`src/rtl/mbx_pkg.sv`:
```
package mbx_pkg;
    localparam int DATA_W  = 16;
    localparam int WORD_W  = 32;
    localparam int WADDR_W = 30;
    localparam int CRC_W   = 16;

    localparam logic [15:0] IDX_CMD    = 16'h0200;
    localparam logic [15:0] IDX_CRC    = 16'h0201;
    localparam logic [15:0] IDX_ADDR_H = 16'h0202;
    localparam logic [15:0] IDX_ADDR_L = 16'h0203;
    localparam logic [15:0] IDX_DATA_H = 16'h0204;
    localparam logic [15:0] IDX_DATA_L = 16'h0205;

    localparam int BIT_EXEC  = 15;
    localparam int BIT_WRITE = 14;
    localparam int BIT_CLR   = 12;
    localparam int BIT_BUSY  = 8;

    localparam logic [CRC_W-1:0] CRC_POLY = 16'h1021;

    typedef struct packed {
        logic [WADDR_W-1:0] addr;
        logic [WORD_W-1:0]  data;
        logic [CRC_W-1:0]   crc;
        logic               we;
        logic [WADDR_W-1:0] out_addr;
        logic [WORD_W-1:0]  out_data;
    } mbx_state_t;
endpackage

```
`src/rtl/mbx_crc_step.sv`:
```
module mbx_crc_step
    import mbx_pkg::*;
#(
    parameter int IN_W = WORD_W
) (
    input  logic [CRC_W-1:0] crc_in,
    input  logic [IN_W-1:0]  word_in,
    output logic [CRC_W-1:0] crc_out
);
    logic [CRC_W-1:0] chain [0:IN_W];

    assign chain[0] = crc_in;

    for (genvar i = 0; i < IN_W; i++) begin : g_bit
        logic fb;
        assign fb = chain[i][CRC_W-1] ^ word_in[IN_W-1-i];
        assign chain[i+1] = {chain[i][CRC_W-2:0], 1'b0} ^ (fb ? CRC_POLY : '0);
    end

    assign crc_out = chain[IN_W];
endmodule

```
`src/rtl/mbx_busy_ctr.sv`:
```
module mbx_busy_ctr #(
    parameter int WR_LAT = 3
) (
    input  logic clk,
    input  logic rst_n,
    input  logic start,
    output logic busy
);
    localparam int CNT_W = $clog2(WR_LAT + 1);

    logic [CNT_W-1:0] cnt_d, cnt_q;

    always_comb begin
        cnt_d = cnt_q;
        if (start) begin
            cnt_d = CNT_W'(WR_LAT);
        end else if (cnt_q != '0) begin
            cnt_d = cnt_q - 1'b1;
        end
    end

    always_ff @(posedge clk or negedge rst_n) begin
        if (!rst_n) cnt_q <= '0;
        else        cnt_q <= cnt_d;
    end

    assign busy = (cnt_q != '0);
endmodule

```
`src/rtl/mbx_load_regs.sv`:
```
module mbx_load_regs
    import mbx_pkg::*;
#(
    parameter int IDX_W  = 16,
    parameter int WR_LAT = 3
) (
    input  logic             clk,
    input  logic             rst_n,
    input  logic             reg_wr,
    input  logic [IDX_W-1:0] reg_idx,
    input  logic [15:0]      reg_wdata,
    output logic [15:0]      reg_rdata,
    output logic             mem_we,
    output logic [31:0]      mem_addr,
    output logic [31:0]      mem_wdata
);
    localparam int HALF = WORD_W / 2;
    localparam int LO_W = WADDR_W - HALF;

    mbx_state_t       s_d, s_q;
    logic             busy;
    logic             commit;
    logic             is_cmd;
    logic [CRC_W-1:0] crc_base;
    logic [CRC_W-1:0] crc_next;

    assign is_cmd = reg_wr && (reg_idx == IDX_W'(IDX_CMD));
    assign commit = is_cmd && reg_wdata[BIT_EXEC] && reg_wdata[BIT_WRITE] && !busy;
    assign crc_base = (is_cmd && reg_wdata[BIT_CLR]) ? '0 : s_q.crc;

    mbx_crc_step #(.IN_W(WORD_W)) u_crc (
        .crc_in  (crc_base),
        .word_in (s_q.data),
        .crc_out (crc_next)
    );

    mbx_busy_ctr #(.WR_LAT(WR_LAT)) u_busy (
        .clk   (clk),
        .rst_n (rst_n),
        .start (commit),
        .busy  (busy)
    );

    always_comb begin
        s_d    = s_q;
        s_d.we = 1'b0;
        if (reg_wr) begin
            if (reg_idx == IDX_W'(IDX_ADDR_H)) s_d.addr[WADDR_W-1:LO_W] = reg_wdata;
            if (reg_idx == IDX_W'(IDX_ADDR_L)) s_d.addr[LO_W-1:0] = reg_wdata[15:2];
            if (reg_idx == IDX_W'(IDX_DATA_H)) s_d.data[WORD_W-1:HALF] = reg_wdata;
            if (reg_idx == IDX_W'(IDX_DATA_L)) s_d.data[HALF-1:0] = reg_wdata;
        end
        if (is_cmd) begin
            s_d.crc = crc_base;
        end
        if (commit) begin
            s_d.we       = 1'b1;
            s_d.out_addr = s_q.addr;
            s_d.out_data = s_q.data;
            s_d.crc      = crc_next;
            s_d.addr     = s_q.addr + 1'b1;
        end
    end

    always_ff @(posedge clk or negedge rst_n) begin
        if (!rst_n) s_q <= '0;
        else        s_q <= s_d;
    end

    always_comb begin
        reg_rdata = '0;
        if (reg_idx == IDX_W'(IDX_CMD))    reg_rdata[BIT_BUSY] = busy;
        if (reg_idx == IDX_W'(IDX_CRC))    reg_rdata = s_q.crc;
        if (reg_idx == IDX_W'(IDX_ADDR_H)) reg_rdata = s_q.addr[WADDR_W-1:LO_W];
        if (reg_idx == IDX_W'(IDX_ADDR_L)) reg_rdata = {s_q.addr[LO_W-1:0], 2'b00};
        if (reg_idx == IDX_W'(IDX_DATA_H)) reg_rdata = s_q.data[WORD_W-1:HALF];
        if (reg_idx == IDX_W'(IDX_DATA_L)) reg_rdata = s_q.data[HALF-1:0];
    end

    assign mem_we    = s_q.we;
    assign mem_addr  = {s_q.out_addr, 2'b00};
    assign mem_wdata = s_q.out_data;
endmodule

```
`config.mk`:
```
export PLATFORM = sky130hd
export DESIGN_NAME = mbx_load_regs
export DESIGN_NICKNAME = d
export VERILOG_FILES = /design/src/rtl/mbx_pkg.sv /design/src/rtl/mbx_crc_step.sv /design/src/rtl/mbx_busy_ctr.sv /design/src/rtl/mbx_load_regs.sv
export SDC_FILE = /design/constraint.sdc
export NUM_CORES = 1
export LEC_CHECK = 0
export CELL_PAD_IN_SITES_DETAIL_PLACEMENT = 0
export CELL_PAD_IN_SITES_GLOBAL_PLACEMENT = 1
export CORE_MARGIN = 10
export CORE_UTILIZATION = 32
export CTS_CLUSTER_SIZE = 8
export DETAILED_ROUTE_END_ITERATION = 8
export DONT_BUFFER_PORTS = 1
export PLACE_DENSITY_LB_ADDON = 0.1
export SYNTH_ARGS = -nofsm -noshare
export SYNTH_HDL_FRONTEND = slang
export SYNTH_HIERARCHICAL = 1
export SYNTH_SLANG_ARGS = --single-unit
```
`constraint.sdc`:
```
create_clock -name clk -period 4.7 [get_ports clk]
set_input_delay 0.235 -clock clk [delete_from_list [all_inputs] [get_ports clk]]
set_output_delay 0.235 -clock clk [all_outputs]
set_load 0.02 [all_outputs]
```
==> results of run 1 <==
-- what timing repair did --
| item | in CTS | in global routing |
|---|---|---|
| endpoints found under the hold margin | 188 | 0 |
| hold buffers | 19 | 0 |
| setup endpoints to repair | 0 | 0 |
| gates resized for setup | 0 | 0 |
-- layout make-up --
class	instances	area (um^2)
clock buffers	17	425.4
well taps	341	426.7
fillers	2805	17570
clock inverters	15	165.2
repair buffers	32	305.3
flip-flops and latches	143	3578
multi-input cells	648	4497
inverters	16	60.06
-- synth_stat cells (3+ instances only) --
| library cell | n |
|---|---|
| a21boi_0 | 5 |
| dfrtp_1 | 143 |
| xnor2_1 | 57 |
| a22oi_1 | 38 |
| o211ai_1 | 5 |
| nor2b_1 | 4 |
| clkbuf_1 | 24 |
| or4_1 | 7 |
| a2bb2oi_1 | 4 |
| o2111ai_1 | 3 |
| mux2_2 | 44 |
| xor3_1 | 3 |
| nor2_1 | 13 |
| buf_2 | 16 |
| or3_1 | 6 |
| o31ai_1 | 3 |
| buf_4 | 69 |
| a21o_1 | 3 |
| nor4_1 | 13 |
| xnor2_2 | 7 |
| o21ai_0 | 43 |
| and2_1 | 17 |
| nand4_1 | 12 |
| nor4_4 | 3 |
| nor3_1 | 12 |
| o22ai_1 | 4 |
| and4_1 | 7 |
| and3_1 | 8 |
| a211oi_1 | 3 |
| nand2b_1 | 3 |
| inv_1 | 15 |
| xor2_1 | 16 |
| a21oi_1 | 11 |
| or2_2 | 3 |
| nand2_1 | 201 |
| mux2i_1 | 3 |
| a22o_1 | 17 |
| xnor3_1 | 9 |
| nand3_1 | 17 |
-- routing by layer --
| metal | GRT usage | share of wire | vias to the layer above |
|---|---|---|---|
| li1 | - | - | 3028 |
| met2 | 0.2750 | 0.43 | 275 |
| met4 | 0.05934 | 0.025 | 2 |
| met3 | 0.05879 | 0.084 | 40 |
| met5 | 0 | 0.00039 | - |
| met1 | 0.2775 | 0.46 | 3436 |
-- state kept, by name (all words and copies together), names as in the netlist --
| signal | cells |
|---|---|
| mem_addr | 30 |
| mem_wdata | 32 |
| mem_we | 1 |
| s_q | 78 |
| u_busy/cnt_q | 2 |
-- path summary, 6_finish.rpt --
kind	endpoint	slack, ns	depth (start not counted)
max in group asynchronous	mem_addr[8]	3.67	2
min	s_q[122]	0.02	2
min reg2reg	u_busy/cnt_q[0]	0.53	2
min in group asynchronous	mem_we	0.44	2
max reg2reg	mem_wdata[3]	1.63	11
max	s_q[69]	1.09	12
-- cells by family (layout without fill, tap and decap cells) --
group           count (synthesis)  after routing  synth area share
xor+xnor                       95             95            0.1249
mux                            48             48           0.06203
other cells                     1              2         0.0004245
simple gates                  342            342            0.1937
fa+ha+maj                       2              2          0.002832
flops                         143            143            0.4050
compound gates                159            159            0.1246
buf+inv                       127             80           0.08639
-- report_power, final --
| group | total, mW | internal (mW) | switching (mW) |
|---|---|---|---|
| logic | 0.154 | 0.0581 | 0.0959 |
| clock network | 1.39 | 0.715 | 0.675 |
| registers | 1.24 | 1.24 | 0.00489 |
| total | 2.79 | 2.01 | 0.776 |
-- metrics by stage --
stage	power, mW	hold WS (ns)	util	instances
floorplan	1.355	-0.06059	-	918
global placement	1.366	-0.05248	0.3204	1161
detailed placement	1.372	-0.05214	0.3204	1161
CTS	2.816	0.006795	0.3500	1212
global route	2.891	0.01289	0.3500	1212
finish	2.789	0.02265	0.3500	1212
-- worst max-delay path: stages --
cell	delay [ns]
nor4_4	0.43
nand4_2	0.18
nor2_1	0.16
nand2_1	0.34
and2_1	0.33
xnor2_2	0.26
xor3_2	0.51
xor2_1	0.28
xnor3_2	0.46
xnor2_2	0.27
xnor3_1	0.26
a22o_1	0.21
==> impl_results.md, run 1 <==
- CTS Root Cell: clkbuf_16
- YS warnings: 6
- Max cap viols: 0
- Clock Sinks: about 140
- Final Cell Area: 9458 um^2
- Clock latency on the worst-skew pair: between 0.4 and 0.5 ns
- Avg Cell Area, Syn: roughly 9.6 um^2
- GRT Overall Usage: 0.1947
- WS Path Type: input pin to register
- Vias per inst: 5.595
- WP data arrival: around 4 ns
- DR iter-0 viols: 639
- Clock tree buffer depth: 2
- Routed via count: slightly below 7,000
- Core area: 27,030 um^2
- Period minus WS final: 3.613 ns
- Fmax: around 280 MHz
- Register area share after synthesis: 0.4050
- Synth Instances: just over 900
- Total wire length: between 30,000 and 40,000 um
- Period utilisation layout: 0.7687
- DRC Markers: 0
- Die H: 186.2 um
- Worst setup margin: 1.087 ns
- Crit. End Element: register
- Hold/Removal Path Class: input pin to register
- PwrDens: 294.9 nW/um^2
- First-pass GRT wire length: slightly below 50,000 um
- Port bufs: 0
- Setup violators final: 0
- Hold_sp: reg_wdata[13]
- Post-synth top flop: dfrtp_1
- TritonRoute pass-1 iters: 5
- Leading area contributor after synthesis: dfrtp_1
- DP HPWL: 24,060 um
- Slew @ Worst Pin: between 1 and 1.5 ns
- Unique masters post-synth: 75
- Clk_skew: 0.01956 ns
- Post-synth EDFFs: 0
- Flops & latches, synth: 143
- Crit path required time: 5.03 ns
- Cell Area, Synth: 8835 um^2
- CTS tree: built
- Number of global-route vias before repair: 6,788
- Die width: 186.2 um
- Final #Nets: 895
- Largest net degree at the start of global routing: 144
- Top cell type's share of synthesized area: 0.4050
- Area delta synth->final: 7.053%
- Highest-count cells in the layout ignoring fill and taps: nand2_1, dfrtp_1, xnor2_1, mux2_2, o21ai_0
- Final Max Tran Viols: 0
- H-Tree Level Count: 4
- Final hold vios: 0
- RSZ-0062 raised after global routing: false
- Critical Path Fanout Max: 16
- CP startpoint kind: input pin
- Antenna Cells: 0
- CTS Buf Count: 17
- Postcts setup bufs: 0
- Clock-pin slew on the worst setup and hold paths: about 0.08 ns
- Die ar.: 34,660 um^2
- Asr flop ratio synth: 1.000
- Leakage power: 4.298 nW
- I/O pins: around 120
- Share of cells above drive strength 1: 0.1389
- Leading cell type in the layout, fill and taps excluded: nand2_1
- Placement Cell Area: slightly below 9000 um^2
- Outcome: finished, final reports clean
- VDD IR max: 199.9 uV
- R2r startpoint: u_busy/cnt_q[0]
- Setup slack after placement: 0.6134 ns
- Largest cells by area after synthesis: dfrtp_1, nand2_1, buf_4, xnor2_1, mux2_2
- Total grt overflow: 0
- Routed wire per std cell: roughly 28 um
- # rows: 60
- Rel. slew slack: 0.1811
- Detail Route Antenna Nets: 0
- Gp weighted congestion: ~0.89
- Worst Setup SP: reg_idx[13]
- Initial Utilization: 0.3269
- Antenna violations before repair: 1
- Final setup TNS: 0 ns
No activity file was read; power rests on OpenSTA's default activity.
==> inputs of run 2 (changes only) <==
- clock period: 4.7 -> 3.78 ns (I/O delays scaled with it)
==> impl_results.md, run 2 (synthesis results as in run 1) <==
- Final setup TNS: 0 ns (unchanged)
- Area delta synth->final: 8.653% (was 7.053%)
- DP HPWL: 23,630 um (was 24,060 um)
- CTS Root Cell: clkbuf_16 (unchanged)
- CTS tree: built (unchanged)
- Fillers: 2,739 (was 2,805)
- Pwr Total: 3.482 mW (was 2.789 mW)
- First-pass GRT wire length: 47,900 um (was 49,150 um)
- Outcome: finished, final reports clean (unchanged)
- Clock Sinks: 143 (unchanged)
- Combinational Power Share: 0.056 (was 0.055)
- Critical Path Fanout Max: 16 (unchanged)
- GRT Overall Usage: 0.1892 (was 0.1947)
- Clock latency on the worst-skew pair: 0.43 ns (about the same)
- VDD IR max: 244.4 uV (was 199.9 uV)
- Routed wire per std cell: 26.52 um (was 27.61 um)
- TritonRoute pass-1 iters: 5 (unchanged)
- Largest net degree at the start of global routing: 144 (unchanged)
- Antenna violations before repair: 3 (was 1)
- Reg power frac: 0.445 (was 0.446)
- Rel. slew slack: 0.2337 (was 0.1811)
- Clock share of power: 0.499 (about the same)
- Number of global-route vias before repair: 6,868 (was 6,788)
- Clk_skew: 0.01277 ns (was 0.01956 ns)
- RSZ-0062 raised after global routing: false (unchanged)
- Crit path required time: 4.10 ns (was 5.03 ns)
- Share of cells above drive strength 1: 0.1524 (was 0.1389)
- R2r startpoint: s_q[67] (was u_busy/cnt_q[0])
- Final Cell Area: 9599 um^2 (was 9458 um^2)
- H-Tree Level Count: 4 (unchanged)
- DR iter-0 viols: 685 (was 639)
- WS Path Type: input pin to register (unchanged)
- CP startpoint kind: input pin (unchanged)
- Reported net switching power: 0.9158 mW (was 0.7763 mW)
- Fmax: 303.0 MHz
- Postcts setup bufs: 0 (unchanged)
- Total grt overflow: 0 (unchanged)
- Hold/Removal Path Class: input pin to register (unchanged)
- Sw Share: 0.2630 (was 0.2783)
- Setup violators final: 0 (unchanged)
- Crit. End Element: register (unchanged)
- Period minus WS final: around 3.3 ns
- Max cap viols: 0 (unchanged)
- I/O pins: 116 (unchanged)
- Most flops, register: s_q (unchanged)
- R2R Setup Slk: 0.91 ns (was 1.63 ns)
- DRC Markers: 0 (unchanged)
- Port bufs: 0 (unchanged)
- Initial Utilization: 0.3269 (unchanged)
- Internal power: 2.566 mW (was 2.013 mW)
- Die ar.: 34,660 um^2 (unchanged)
- Final hold vios: 0 (unchanged)
- Leading cell type in the layout, fill and taps excluded: nand2_1 (unchanged)
- R2R depth: 8 (was 11)
- PwrDens: 362.7 nW/um^2 (was 294.9 nW/um^2)
- WP data arrival: 3.62 ns (was 3.95 ns)
- CTS Buf Count: 17 (unchanged)
- Total wire length: 32,620 um (was 33,460 um)
- Clock tree buffer depth: 2 (unchanged)
- Core area: 27,030 um^2 (unchanged)
- Reg2reg end: s_q[69] (was mem_wdata[3])
- Final #Nets: 910 (was 895)
- CP Capture Point: s_q[69] (unchanged)
- Clock-pin slew on the worst setup and hold paths: 0.07 ns (was 0.08 ns)
- Die H: 186.2 um (unchanged)
- Slew @ Worst Pin: 1.137 ns (was 1.216 ns)
- Worst Setup SP: reg_idx[13] (unchanged)
- Routed via count: 6,760 (was 6,781)
- Highest-count cells in the layout ignoring fill and taps: nand2_1, dfrtp_1, xnor2_1, mux2_2, o21ai_0 (unchanged)
- Max FFs per register: 78 (unchanged)
- Placement Cell Area: 8790 um^2 (was 8660 um^2)
- Detail Route Antenna Nets: 0 (unchanged)
- Period utilisation layout: 0.8732
- Die width: 186.2 um (unchanged)
- Leakage power: 4.379 nW (was 4.298 nW)
- Final Max Tran Viols: 0 (unchanged)
- # rows: 60 (unchanged)
- Gp weighted congestion: 0.9363 (was 0.8876)
- Vias per inst: 5.496 (was 5.595)
run 2: cell types whose count changed in the layout (fill, tap and decap cells not counted), moves of 2 or more:
cell,before,now
buf_12,0,2
buf_4,13,25
clkinv_2,0,2
clkinv_8,3,0
clkinvlp_4,3,1
diode_2,0,3
inv_6,2,4
inv_8,6,4
run 2: worst min path at each step:
stage	start	end	slack [ns]	depth (start not counted)
after detailed placement	rst_n	mem_we	-0.1	0
after CTS	reg_wr	s_q[113]	0.005	2
after floorplan	rst_n	mem_addr[10]	-0.11	0
after global routing	reg_idx[0]	s_q[139]	0.05	3
after global placement	rst_n	mem_we	-0.1	0
final	reg_wr	s_q[113]	0.03	2
run 2: area by class of cell:
cell class | count | area, um^2 | area share
clock inverters | 14 | 145.1 | 0.01512
well taps | 341 | 426.7 | 0.04445
clock buffers | 18 | 439.2 | 0.04575
diodes | 3 | 7.507 | 0.0007821
repair buffers | 47 | 445.4 | 0.04640
multi-input cells | 648 | 4497 | 0.4685
flip-flops and latches | 143 | 3578 | 0.3728
inverters | 16 | 60.06 | 0.006257
run 2: metal layers:
metal  vias to the layer above  share of wire  global-route usage
met5                         -              0                   0
met4                         0          0.022             0.06030
met3                        37          0.084             0.05763
met2                       273           0.43              0.2688
met1                      3376           0.46              0.2670
li1                       3074              -                   -
run 2: critical path, cell delays in order:
cell and delay (ns):
nor4_4 0.29, nand4_2 0.16, nor2_1 0.15, nand2_1 0.32, and2_1 0.32, xnor2_2 0.20
xor3_2 0.49, xor2_1 0.27, xnor3_2 0.46, xnor2_2 0.29, xnor3_1 0.26, a22o_1 0.21
run 2: through the flow:
step,cells,util,hold slack [ns],worst slack [ns]
2_1_floorplan,918,-,-0.1066,0.1212
3_3_place_gp,1175,0.3252,-0.09781,0.1318
3_5_place_dp,1175,0.3252,-0.09835,0.03328
4_1_cts,1227,0.3549,0.004557,0.4799
5_1_grt,1230,0.3552,0.05022,0.2263
6_report,1230,0.3552,0.02774,0.4792
run 2: timing repair:
item / CTS / global route
endpoints found under the hold margin: 194 / 0
gates resized for setup: 0 / 0
hold buffers: 20 / 0
run 2: power groups by stage:
stage	combinational, mW	sequential (mW)	clock (mW)
global placement	0.122	1.58	0
detailed placement	0.128	1.58	0
floorplan	0.108	1.58	0
finish	0.196	1.55	1.74
global route	0.218	1.55	1.83
CTS	0.200	1.55	1.77
==> inputs of run 3 (changes only) <==
- CORE_ASPECT_RATIO: default -> 1.4
==> impl_results.md, run 3 (synthesis results as in run 1) <==
- Outcome: finished, final reports clean (unchanged)
- Placement Cell Area: 8860 um^2 (was 8790 um^2)
- Clock Sinks: 143 (unchanged)
- Fmax: 301.4 MHz (was 303.0 MHz)
- Port bufs: 0 (unchanged)
- CP startpoint kind: input pin (unchanged)
- Area occupied by multi-input gates: 4497 um^2 (unchanged)
- WS Path Type: input pin to register (unchanged)
- Clock-pin slew on the worst setup and hold paths: 0.07 ns (about the same)
- Reg2reg end: s_q[69] (unchanged)
- CTS Buf Count: 17 (unchanged)
- Leakage power: 4.427 nW (was 4.379 nW)
- Number of global-route vias before repair: 6,959 (was 6,868)
- Leading cell type in the layout, fill and taps excluded: nand2_1 (unchanged)
- Setup violators final: 0 (unchanged)
- R2R Setup Slk: 0.90 ns (was 0.91 ns)
- Initial Utilization: 0.3261 (was 0.3269)
- Routed wire per std cell: 26.67 um (was 26.52 um)
- Post-CTS Hold Fix Bufs: 20 (unchanged)
- RSZ-0062 raised after global routing: false (unchanged)
- Crit path required time: 4.10 ns (about the same)
- Postcts setup bufs: 0 (unchanged)
- DR iter-0 viols: 603 (was 685)
- R2R depth: 8 (unchanged)
- CP dominant cell by count: xnor2_1 (was xnor2_2)
- Sequential Area: 3578 um^2 (unchanged)
- Worst path max stage delay: 0.53 ns (was 0.49 ns)
- I/O pins: 116 (unchanged)
- Die H: 216.6 um (was 186.2 um)
- Hold_ws: 0.02671 ns (was 0.02774 ns)
- Hold/Removal Path Class: input pin to register (unchanged)
- GRT Overall Usage: 0.1925 (was 0.1892)
- CTS Root Cell: clkbuf_16 (unchanged)
- Area delta synth->final: 9.814% (was 8.653%)
- Slowest cell on the critical path: xnor3_1 (was xor3_2)
- Number of buffers and inverters on the critical path: 0 (unchanged)
- Detail Route Antenna Nets: 0 (unchanged)
- Total grt overflow: 0 (unchanged)
- Period minus WS final: 3.318 ns (was 3.301 ns)
- Final Util: 0.3581 (was 0.3552)
- Die ar.: 34,750 um^2 (was 34,660 um^2)
- Final #Nets: 917 (was 910)
- Critical Path Fanout Max: 16 (unchanged)
- Slew @ Worst Pin: 0.9920 ns (was 1.137 ns)
- CP Capture Point: s_q[68] (was s_q[69])
- Die width: 160.4 um (was 186.2 um)
- Vias per inst: 5.380 (was 5.496)
- Worst Setup SP: reg_idx[13] (unchanged)
- Hold_sp: reg_wdata[11] (was reg_wr)
- Final Max Tran Viols: 0 (unchanged)
- Largest net degree at the start of global routing: 144 (unchanged)
- WP data arrival: 3.64 ns (was 3.62 ns)
- Gp weighted congestion: 0.9307 (was 0.9363)
- Clk_skew: 0.01331 ns (was 0.01277 ns)
- Max cap viols: 0 (unchanged)
- DP HPWL: 24,930 um (was 23,630 um)
- Core area: 27,090 um^2 (was 27,030 um^2)
- CTS tree: built (unchanged)
- # rows: 71 (was 60)
- Levels on crit path: 12 (unchanged)
- Inst Count DP: 1,206 (was 1,175)
- Final hold vios: 0 (unchanged)
- Fillers: 2,783 (was 2,739)
- CP delay by family, top: XOR/XNOR gates (unchanged)
- R2r startpoint: s_q[75] (was s_q[67])
- Share of cells above drive strength 1: 0.1590 (was 0.1524)
- First-pass GRT wire length: 49,710 um (was 47,900 um)
- Antenna violations before repair: 2 (was 3)
- CP Cell Sequence: nor4_4, nand4_2, nor2_1, nand2_1, and2_1, xnor2_1, xnor3_1, xnor2_1, xnor2_1, xnor3_1, xor2_1, a22o_1 (was nor4_4, nand4_2, nor2_1, nand2_1, and2_1, xnor2_2, xor3_2, xor2_1, xnor3_2, xnor2_2, xnor3_1, a22o_1)
- Clock tree buffer depth: 2 (unchanged)
- Crit. End Element: register (unchanged)
- Clock latency on the worst-skew pair: 0.44 ns (was 0.43 ns)
- Max FFs per register: 78 (unchanged)
- Total wire length: 33,580 um (was 32,620 um)
- PostCTS Resize Cnt: 0 (unchanged)
- Rel. slew slack: 0.3326 (was 0.2337)
- Final Non-Filler Cells: 1,259 (was 1,230)
- Period utilisation layout: 0.8779 (was 0.8732)
- VDD IR max: 297.2 uV (was 244.4 uV)
- Highest-count cells in the layout ignoring fill and taps: nand2_1, dfrtp_1, xnor2_1, mux2_2, o21ai_0 (unchanged)
- H-Tree Level Count: 4 (unchanged)
- TritonRoute pass-1 iters: 5 (unchanged)
- Final Cell Area: 9702 um^2 (was 9599 um^2)
- Routed via count: 6,773 (was 6,760)
- PwrDens: 367.9 nW/um^2 (was 362.7 nW/um^2)
- Pwr Total: 3.570 mW (was 3.482 mW)
- Most flops, register: s_q (unchanged)
- DRC Markers: 0 (unchanged)
[run 3: worst min-delay path by stage]
| stage | end | cells past startpoint |
|---|---|---|
| 6_report | s_q[120] | 3 |
| 5_1_grt | s_q[113] | 2 |
| 4_1_cts | s_q[120] | 3 |
| 3_5_place_dp | mem_we | 0 |
| 3_3_place_gp | mem_we | 0 |
| 2_1_floorplan | mem_addr[10] | 0 |
[run 3: power breakdown]
group | total, mW | internal [mW] | switching (mW)
combinational | 0.195 | 0.0752 | 0.120
clock | 1.82 | 1.06 | 0.762
sequential | 1.55 | 1.54 | 0.00782
total | 3.57 | 2.68 | 0.890
[run 3: through the flow]
| step | setup TNS (ns) | worst slack (ns) |
|---|---|---|
| finish | 0 | 0.4616 |
| floorplan | 0 | 0.1212 |
| detailed placement | -0.001692 | -0.001692 |
| CTS | 0 | 0.4488 |
| global route | 0 | 0.2519 |
| global placement | 0 | 0.05855 |
[run 3: per-layer routing]
layer | global-route usage | up-vias | wire (um)
met5 | 0 | - | 13
met4 | 0.07301 | 2 | 1111
met3 | 0.05690 | 65 | 2321
met2 | 0.3434 | 252 | 17540
met1 | 0.2096 | 3379 | 12590
li1 | - | 3075 | -
[run 3: area by class of cell]
| type | instances | area share |
|---|---|---|
| inverters | 16 | 0.006190 |
| diodes | 1 | 0.0002579 |
| repair buffers | 54 | 0.05004 |
| multi-input cells | 648 | 0.4635 |
| clock buffers | 17 | 0.04385 |
| clock inverters | 15 | 0.02025 |
| well taps | 365 | 0.04707 |
| flip-flops and latches | 143 | 0.3688 |
[run 3: tightest hold or removal path: stages]
cell and delay, ns:
nand2_1 0.04, or3_1 0.11, nand3_1 0.08
